<file path="config.mk">
export PLATFORM = sky130hd
export DESIGN_NAME = serial_rx_tagq
export DESIGN_NICKNAME = d
export VERILOG_FILES = /design/src/rtl/serial_rx_pkg.sv /design/src/rtl/serial_rx_tick.sv /design/src/rtl/serial_rx_deframe.sv /design/src/rtl/serial_rx_fifo.sv /design/src/rtl/serial_rx_tagq.sv
export SDC_FILE = /design/constraint.sdc
export NUM_CORES = 1
export LEC_CHECK = 0
export CAP_MARGIN = 25
export CORE_ASPECT_RATIO = 0.7
export CORE_MARGIN = 4
export CORE_UTILIZATION = 31
export DETAILED_ROUTE_END_ITERATION = 16
export SYNTH_ARGS = -nofsm -noshare
export SYNTH_HDL_FRONTEND = slang
export SYNTH_SLANG_ARGS = --single-unit
export TNS_END_PERCENT = 100
</file>
<file path="constraint.sdc">
create_clock -name clk_i -period 2.4 [get_ports clk_i]
set_clock_uncertainty 0.2 [all_clocks]
set_input_delay 0.24 -clock clk_i [delete_from_list [all_inputs] [get_ports clk_i]]
set_output_delay 0.24 -clock clk_i [all_outputs]
set_load 0.05 [all_outputs]
</file>
<file path="src/rtl/serial_rx_pkg.sv">
package serial_rx_pkg;

  // Deframer phases
  typedef enum logic [2:0] {
    ST_IDLE,
    ST_START,
    ST_DATA,
    ST_PAR,
    ST_STOP,
    ST_STOP2
  } rx_state_e;

  // Word stored per character; field order is the host-visible layout
  typedef struct packed {
    logic       ovr;
    logic       perr;
    logic       ferr;
    logic [7:0] data;
  } rx_word_t;

  localparam int unsigned OS_LAST = 15;  // last oversample index of a bit
  localparam int unsigned OS_MID  = 7;   // start bit re-check point

  function automatic logic [3:0] char_bits(input logic [1:0] code);
    return 4'd5 + {2'b00, code};
  endfunction

endpackage

</file>
<file path="src/rtl/serial_rx_tick.sv">
module serial_rx_tick #(
  parameter int unsigned DIV_W = 12
) (
  input  logic             clk_i,
  input  logic             rst_ni,
  input  logic [DIV_W-1:0] div_i,
  output logic             tick_o
);

  logic [DIV_W-1:0] cnt_q, cnt_d;

  always_comb begin
    tick_o = (cnt_q >= div_i);
    cnt_d  = tick_o ? '0 : cnt_q + DIV_W'(1);
  end

  always_ff @(posedge clk_i or negedge rst_ni) begin
    if (!rst_ni) cnt_q <= '0;
    else         cnt_q <= cnt_d;
  end

endmodule

</file>
<file path="src/rtl/serial_rx_deframe.sv">
module serial_rx_deframe
  import serial_rx_pkg::*;
(
  input  logic       clk_i,
  input  logic       rst_ni,
  input  logic       tick_i,
  input  logic       rxd_i,
  input  logic [1:0] len_i,
  input  logic       par_en_i,
  input  logic       par_even_i,
  input  logic       two_stop_i,
  output logic       push_o,
  output logic [9:0] push_word_o   // {perr, ferr, data}
);

  rx_state_e  state_q, state_d;
  logic [3:0] os_q, os_d;
  logic [2:0] nbit_q, nbit_d;
  logic [7:0] sh_q, sh_d;
  logic       perr_q, perr_d;
  logic       idle_hi_q, idle_hi_d;

  logic [3:0] nbits;
  logic [7:0] data_al;
  logic       par_exp;
  logic       bit_end;
  logic       ferr;

  always_comb begin
    nbits   = char_bits(len_i);
    data_al = sh_q >> (4'd8 - nbits);
    par_exp = (^data_al) ^ ~par_even_i;
    bit_end = tick_i && (os_q == 4'(OS_LAST));
  end

  always_comb begin
    state_d   = state_q;
    os_d      = os_q;
    nbit_d    = nbit_q;
    sh_d      = sh_q;
    perr_d    = perr_q;
    idle_hi_d = idle_hi_q;
    push_o    = 1'b0;
    ferr      = 1'b0;
    if (tick_i && state_q != ST_IDLE) os_d = os_q + 4'd1;
    unique case (state_q)
      ST_IDLE: begin
        if (tick_i) begin
          if (rxd_i) begin
            idle_hi_d = 1'b1;
          end else if (idle_hi_q) begin
            state_d = ST_START;
            os_d    = '0;
          end
        end
      end
      ST_START: begin
        if (tick_i && os_q == 4'(OS_MID)) begin
          os_d = '0;
          if (rxd_i) begin
            state_d   = ST_IDLE;
            idle_hi_d = 1'b1;
          end else begin
            state_d = ST_DATA;
            nbit_d  = '0;
            perr_d  = 1'b0;
          end
        end
      end
      ST_DATA: begin
        if (bit_end) begin
          sh_d = {rxd_i, sh_q[7:1]};
          if ({1'b0, nbit_q} == nbits - 4'd1) state_d = par_en_i ? ST_PAR : ST_STOP;
          else                                nbit_d  = nbit_q + 3'd1;
        end
      end
      ST_PAR: begin
        if (bit_end) begin
          perr_d  = (rxd_i != par_exp);
          state_d = ST_STOP;
        end
      end
      ST_STOP: begin
        if (bit_end) begin
          push_o = 1'b1;
          ferr   = ~rxd_i;
          if (two_stop_i) begin
            state_d = ST_STOP2;
          end else begin
            state_d   = ST_IDLE;
            idle_hi_d = rxd_i;
          end
        end
      end
      ST_STOP2: begin
        if (bit_end) begin
          state_d   = ST_IDLE;
          idle_hi_d = rxd_i;
        end
      end
      default: state_d = ST_IDLE;
    endcase
    push_word_o = {perr_q, ferr, data_al};
  end

  always_ff @(posedge clk_i or negedge rst_ni) begin
    if (!rst_ni) begin
      state_q   <= ST_IDLE;
      os_q      <= '0;
      nbit_q    <= '0;
      sh_q      <= '0;
      perr_q    <= 1'b0;
      idle_hi_q <= 1'b0;
    end else begin
      state_q   <= state_d;
      os_q      <= os_d;
      nbit_q    <= nbit_d;
      sh_q      <= sh_d;
      perr_q    <= perr_d;
      idle_hi_q <= idle_hi_d;
    end
  end

endmodule

</file>
<file path="src/rtl/serial_rx_fifo.sv">
module serial_rx_fifo
  import serial_rx_pkg::*;
#(
  parameter int unsigned DEPTH = 16,
  localparam int unsigned PTR_W = $clog2(DEPTH),
  localparam int unsigned CNT_W = $clog2(DEPTH + 1)
) (
  input  logic             clk_i,
  input  logic             rst_ni,
  input  logic             deep_i,
  input  logic             push_i,
  input  logic [9:0]       push_word_i,
  input  logic             pop_i,
  output rx_word_t         head_o,
  output logic             empty_o,
  output logic [CNT_W-1:0] cnt_o
);

  rx_word_t         mem_q [DEPTH];
  logic [PTR_W-1:0] wr_q, wr_d, rd_q, rd_d;
  logic [CNT_W-1:0] cnt_q, cnt_d, limit;
  logic             ovr_q, ovr_d;
  logic             pop_ok, store, lost;

  always_comb begin
    limit   = deep_i ? CNT_W'(DEPTH) : CNT_W'(1);
    pop_ok  = pop_i && (cnt_q != '0);
    store   = push_i && ((cnt_q < limit) || pop_ok);
    lost    = push_i && !store;
    cnt_d   = cnt_q + CNT_W'(store) - CNT_W'(pop_ok);
    wr_d    = store  ? wr_q + PTR_W'(1) : wr_q;
    rd_d    = pop_ok ? rd_q + PTR_W'(1) : rd_q;
    ovr_d   = lost ? 1'b1 : (store ? 1'b0 : ovr_q);
    empty_o = (cnt_q == '0);
    head_o  = empty_o ? '0 : mem_q[rd_q];
    cnt_o   = cnt_q;
  end

  always_ff @(posedge clk_i or negedge rst_ni) begin
    if (!rst_ni) begin
      wr_q  <= '0;
      rd_q  <= '0;
      cnt_q <= '0;
      ovr_q <= 1'b0;
    end else begin
      wr_q  <= wr_d;
      rd_q  <= rd_d;
      cnt_q <= cnt_d;
      ovr_q <= ovr_d;
    end
  end

  // storage: write-enabled, no reset
  always_ff @(posedge clk_i) begin
    if (store) mem_q[wr_q] <= {ovr_q, push_word_i};
  end

endmodule

</file>
<file path="src/rtl/serial_rx_tagq.sv">
module serial_rx_tagq
  import serial_rx_pkg::*;
#(
  parameter int unsigned DIV_W = 12,
  parameter int unsigned DEPTH = 16,
  localparam int unsigned CNT_W = $clog2(DEPTH + 1)
) (
  input  logic             clk_i,
  input  logic             rst_ni,
  input  logic [DIV_W-1:0] cfg_div_i,
  input  logic [1:0]       cfg_len_i,
  input  logic             cfg_par_en_i,
  input  logic             cfg_par_even_i,
  input  logic             cfg_two_stop_i,
  input  logic             cfg_fifo_en_i,
  input  logic             rxd_i,
  input  logic             rd_pop_i,
  output logic [10:0]      rd_word_o,
  output logic             rx_empty_o,
  output logic             rx_irq_o
);

  logic [1:0]       rst_pipe_q;
  logic             rst_sync_n;
  logic [1:0]       rxd_pipe_q;
  logic             tick;
  logic             frm_push;
  logic [9:0]       frm_word;
  rx_word_t         head;
  logic [CNT_W-1:0] fifo_cnt;

  // reset: asserted at once, released two edges later
  always_ff @(posedge clk_i or negedge rst_ni) begin
    if (!rst_ni) rst_pipe_q <= 2'b00;
    else         rst_pipe_q <= {rst_pipe_q[0], 1'b1};
  end
  assign rst_sync_n = rst_pipe_q[1];

  // line synchronizer, idles high
  always_ff @(posedge clk_i or negedge rst_sync_n) begin
    if (!rst_sync_n) rxd_pipe_q <= 2'b11;
    else             rxd_pipe_q <= {rxd_pipe_q[0], rxd_i};
  end

  serial_rx_tick #(.DIV_W(DIV_W)) tick_i (
    .clk_i  (clk_i),
    .rst_ni (rst_sync_n),
    .div_i  (cfg_div_i),
    .tick_o (tick)
  );

  serial_rx_deframe frm_i (
    .clk_i       (clk_i),
    .rst_ni      (rst_sync_n),
    .tick_i      (tick),
    .rxd_i       (rxd_pipe_q[1]),
    .len_i       (cfg_len_i),
    .par_en_i    (cfg_par_en_i),
    .par_even_i  (cfg_par_even_i),
    .two_stop_i  (cfg_two_stop_i),
    .push_o      (frm_push),
    .push_word_o (frm_word)
  );

  serial_rx_fifo #(.DEPTH(DEPTH)) q_i (
    .clk_i       (clk_i),
    .rst_ni      (rst_sync_n),
    .deep_i      (cfg_fifo_en_i),
    .push_i      (frm_push),
    .push_word_i (frm_word),
    .pop_i       (rd_pop_i),
    .head_o      (head),
    .empty_o     (rx_empty_o),
    .cnt_o       (fifo_cnt)
  );

  assign rd_word_o = head;
  assign rx_irq_o  = ~rx_empty_o;

endmodule

</file>
==> out/results.ini <==
[floorplan]
ioPinCount = 35
rows = 54
die_x_microns = 222
die_area_sq_um = 34900
start_util = 0.316
fp.coreArea_sq_um = 31300
die_y_microns = 157

[clocking]
htree_levels = 1
numCtsBuffers = 24
insertion_delay_ns = 0.51
cts_tree = done
clockRootBuffer = clkbuf_16
cts_sinks = 226
clk_pin_slew_ns = 0.06
clockBufferDepth = 3

[route]
vias_per_cell = 4.99
drtAntennaViolNets = 0
wl_per_cell_microns = 20.3
drc_errors = 0
route.vias.total = 5936
drt_first_iter_violations = 525
drtPass1Iterations = 5
drt_wl_total_microns = 24100

[global_route]
grt_usage = 0.138
overflow = 0
grt_antenna_before_repair = 0
grt_first_pass_wirelength_microns = 37200
grt_start_max_net_pins = 21
grt_pass1_vias = 6150

[power]
p_leak_nw = 5.05
p_per_area_nw_per_um2 = 953
power.switching_mw = 3.81
p_int_mw = 8.94
power_frac_clock = 0.302
ir_worst_vdd_uv = 748
pwr-share-seq = 0.359
power_frac_comb = 0.339
p_sw_frac = 0.299
finalPower_mw = 12.7

[logic_synthesis]
synth_seq_cells = 226
synth_area_per_cell_sq_um = 16.9
syn_nets = 636
synth-edff-count = 176
ys_async_sr_fraction = 0.221
synth_cell_type_count = 54
synthCells = 584
synth_warnings = 0
ys_seq_area_frac = 0.661
synth_flop_cell = edfxtp_1
synthesis.area_sq_um = 9890

[sta]
whs_ns = 0.0176
worst_slack_ns = -0.606
hold_viol_final = 0
slew_viol_final = 0
setup_viol = 232
min_period_ns = 3.01
worstMarginPinSlew_ns = 0.782
fmax_mhz = 333
relSlewSlack = 0.479
rsz0062_at_grt = yes
post-route-period-util = 1.25

[setup_path]
crit_arrival_ns = 2.57
startpoint_type = register
crit_type = reg2out
critPathCaptureType = output pin
crit_required_ns = 1.96
worst-path-max-fanout = 7

[layout]
drive_above_1_share = 0.437
final_common_cell = edfxtp_1
syn2layout_area_growth_pct = 35.1
finalInstanceArea_sq_um = 13400
final_cell_mix = 176 x edfxtp_1, 71 x buf_4, 58 x mux4_2
diodes = 0
nets = 803

[run_status]
status = complete, but fails checks
violations = negative setup slack

[placed_design]
place_area_sq_um = 11500
place_ws_ns = -0.848
routabilityCongestion = 0.801
hpwl_microns = 15100
io_buffers = 34

[flow_run]
maxCapViolations = 0

[worst_hold_path]
hold_path_class = reg2async

sequential cells by signal, indices dropped and copies added, names as in the netlist:
signal,count
q_i.mem_q,176
tick_i.cnt_q,12
frm_i.sh_q,8
q_i.cnt_o,5
frm_i.os_q,4
q_i.rd_q,4
q_i.wr_q,4
frm_i.nbit_q,3
frm_i.state_q,3
rst_pipe_q,2
rxd_pipe_q,2
frm_i.idle_hi_q,1
frm_i.perr_q,1
q_i.ovr_q,1
cells in the mapped netlist, types with 3 or more instances:
library cell	number	area (sq um)
a21oi_1	11	55.1
a22o_1	3	26.3
a31oi_1	3	18.8
and2_1	20	125
and3_1	5	31.3
and4_1	4	35.0
buf_2	8	40.0
clkbuf_1	15	56.3
dfrtp_1	48	1200
edfxtp_1	176	5290
ha_1	29	363
inv_1	31	116
mux2_2	12	135
mux2i_1	7	70.1
mux4_2	58	1310
nand2_1	21	78.8
nand2b_1	3	18.8
nand3_1	11	55.1
nand4_1	4	25.0
nor2_1	29	109
nor2b_1	4	25.0
nor3_1	3	15.0
nor3b_1	5	37.5
o21ai_0	10	50.1
or3_1	3	18.8
xnor2_1	20	175
xor2_1	9	78.8
final cells by class:
type / count / area [sq um]
inverters: 31 / 120
clock buffers: 25 / 626
fillers: 2714 / 17900
clock inverters: 19 / 204
flip-flops and latches: 226 / 6540
multi-input cells: 312 / 3730
well taps: 420 / 526
repair buffers: 156 / 1620
what timing repair did:
action,4_1_cts,5_1_grt
setup buffers,32,13
cloned,14,0
setup endpoints to repair,229,243
hold buffers,2,0
pin swaps,33,17
hold endpoints to repair,3,0
gates resized for setup,103,34
critical path: stages (launching register included):
cell and delay [ns]:
dfrtp_2 0.37, buf_12 0.14, buf_12 0.15, mux4_2 0.57, mux4_2 0.51, and2_4 0.16
buf_6 0.14
per-layer routing:
metal  part of all wire  up-vias  wire length, microns  GRT usage
li1                   -     2606                     -          -
met1               0.47     3103                 11300      0.201
met2               0.46      180                 11000      0.219
met3              0.055       47                  1320     0.0261
met4              0.021        0                   517     0.0298
met5                  0        -                     0          0
final timing paths:
check / startpoint / end / slack [ns] / cells after the start
worst max register to register: tick_i.cnt_q[2] / q_i.cnt_o[4] / -0.46 / 15
max in group asynchronous: rst_pipe_q[1] / rxd_pipe_q[0] / 1.34 / 1
worst max-delay path: q_i.rd_q[0] / rd_word_o[0] / -0.61 / 6
worst min register to register: rst_pipe_q[1] / frm_i.state_q[0] / 0.02 / 0
worst min-delay path: rst_pipe_q[1] / frm_i.state_q[0] / 0.02 / 0
min in group clk_i: rst_pipe_q[0] / rst_pipe_q[1] / 0.15 / 0
power groups by stage:
stage	Sequential [mW]	Combinational, mW	Clock (mW)
detailed placement	4.67	3.66	0
floorplan	4.66	2.31	0
finish	4.58	4.32	3.84
global route	4.60	4.65	4.10
global placement	4.67	3.57	0
CTS	4.58	4.30	3.93
through the flow:
step,TNS [ns],std cells,util
global placement,-158.17,1092,0.368
CTS,-87.18,1183,0.423
detailed placement,-164.50,1092,0.368
finish,-69.14,1189,0.427
global route,-97.97,1189,0.427
floorplan,-44.77,584,-
cells by family after synthesis:
kind of cell / after synthesis / share of synthesized area
DFF: 226 / 0.661
and+or+nand+nor: 118 / 0.0641
muxes: 77 / 0.153
buffers and inverters: 57 / 0.0230
AOI/OAI and AO/OA: 45 / 0.0321
adders and majority gates: 30 / 0.0387
xor gates and xnor gates: 30 / 0.0280
other: 1 / 0.000379
Power figures use the tool's default switching activity.
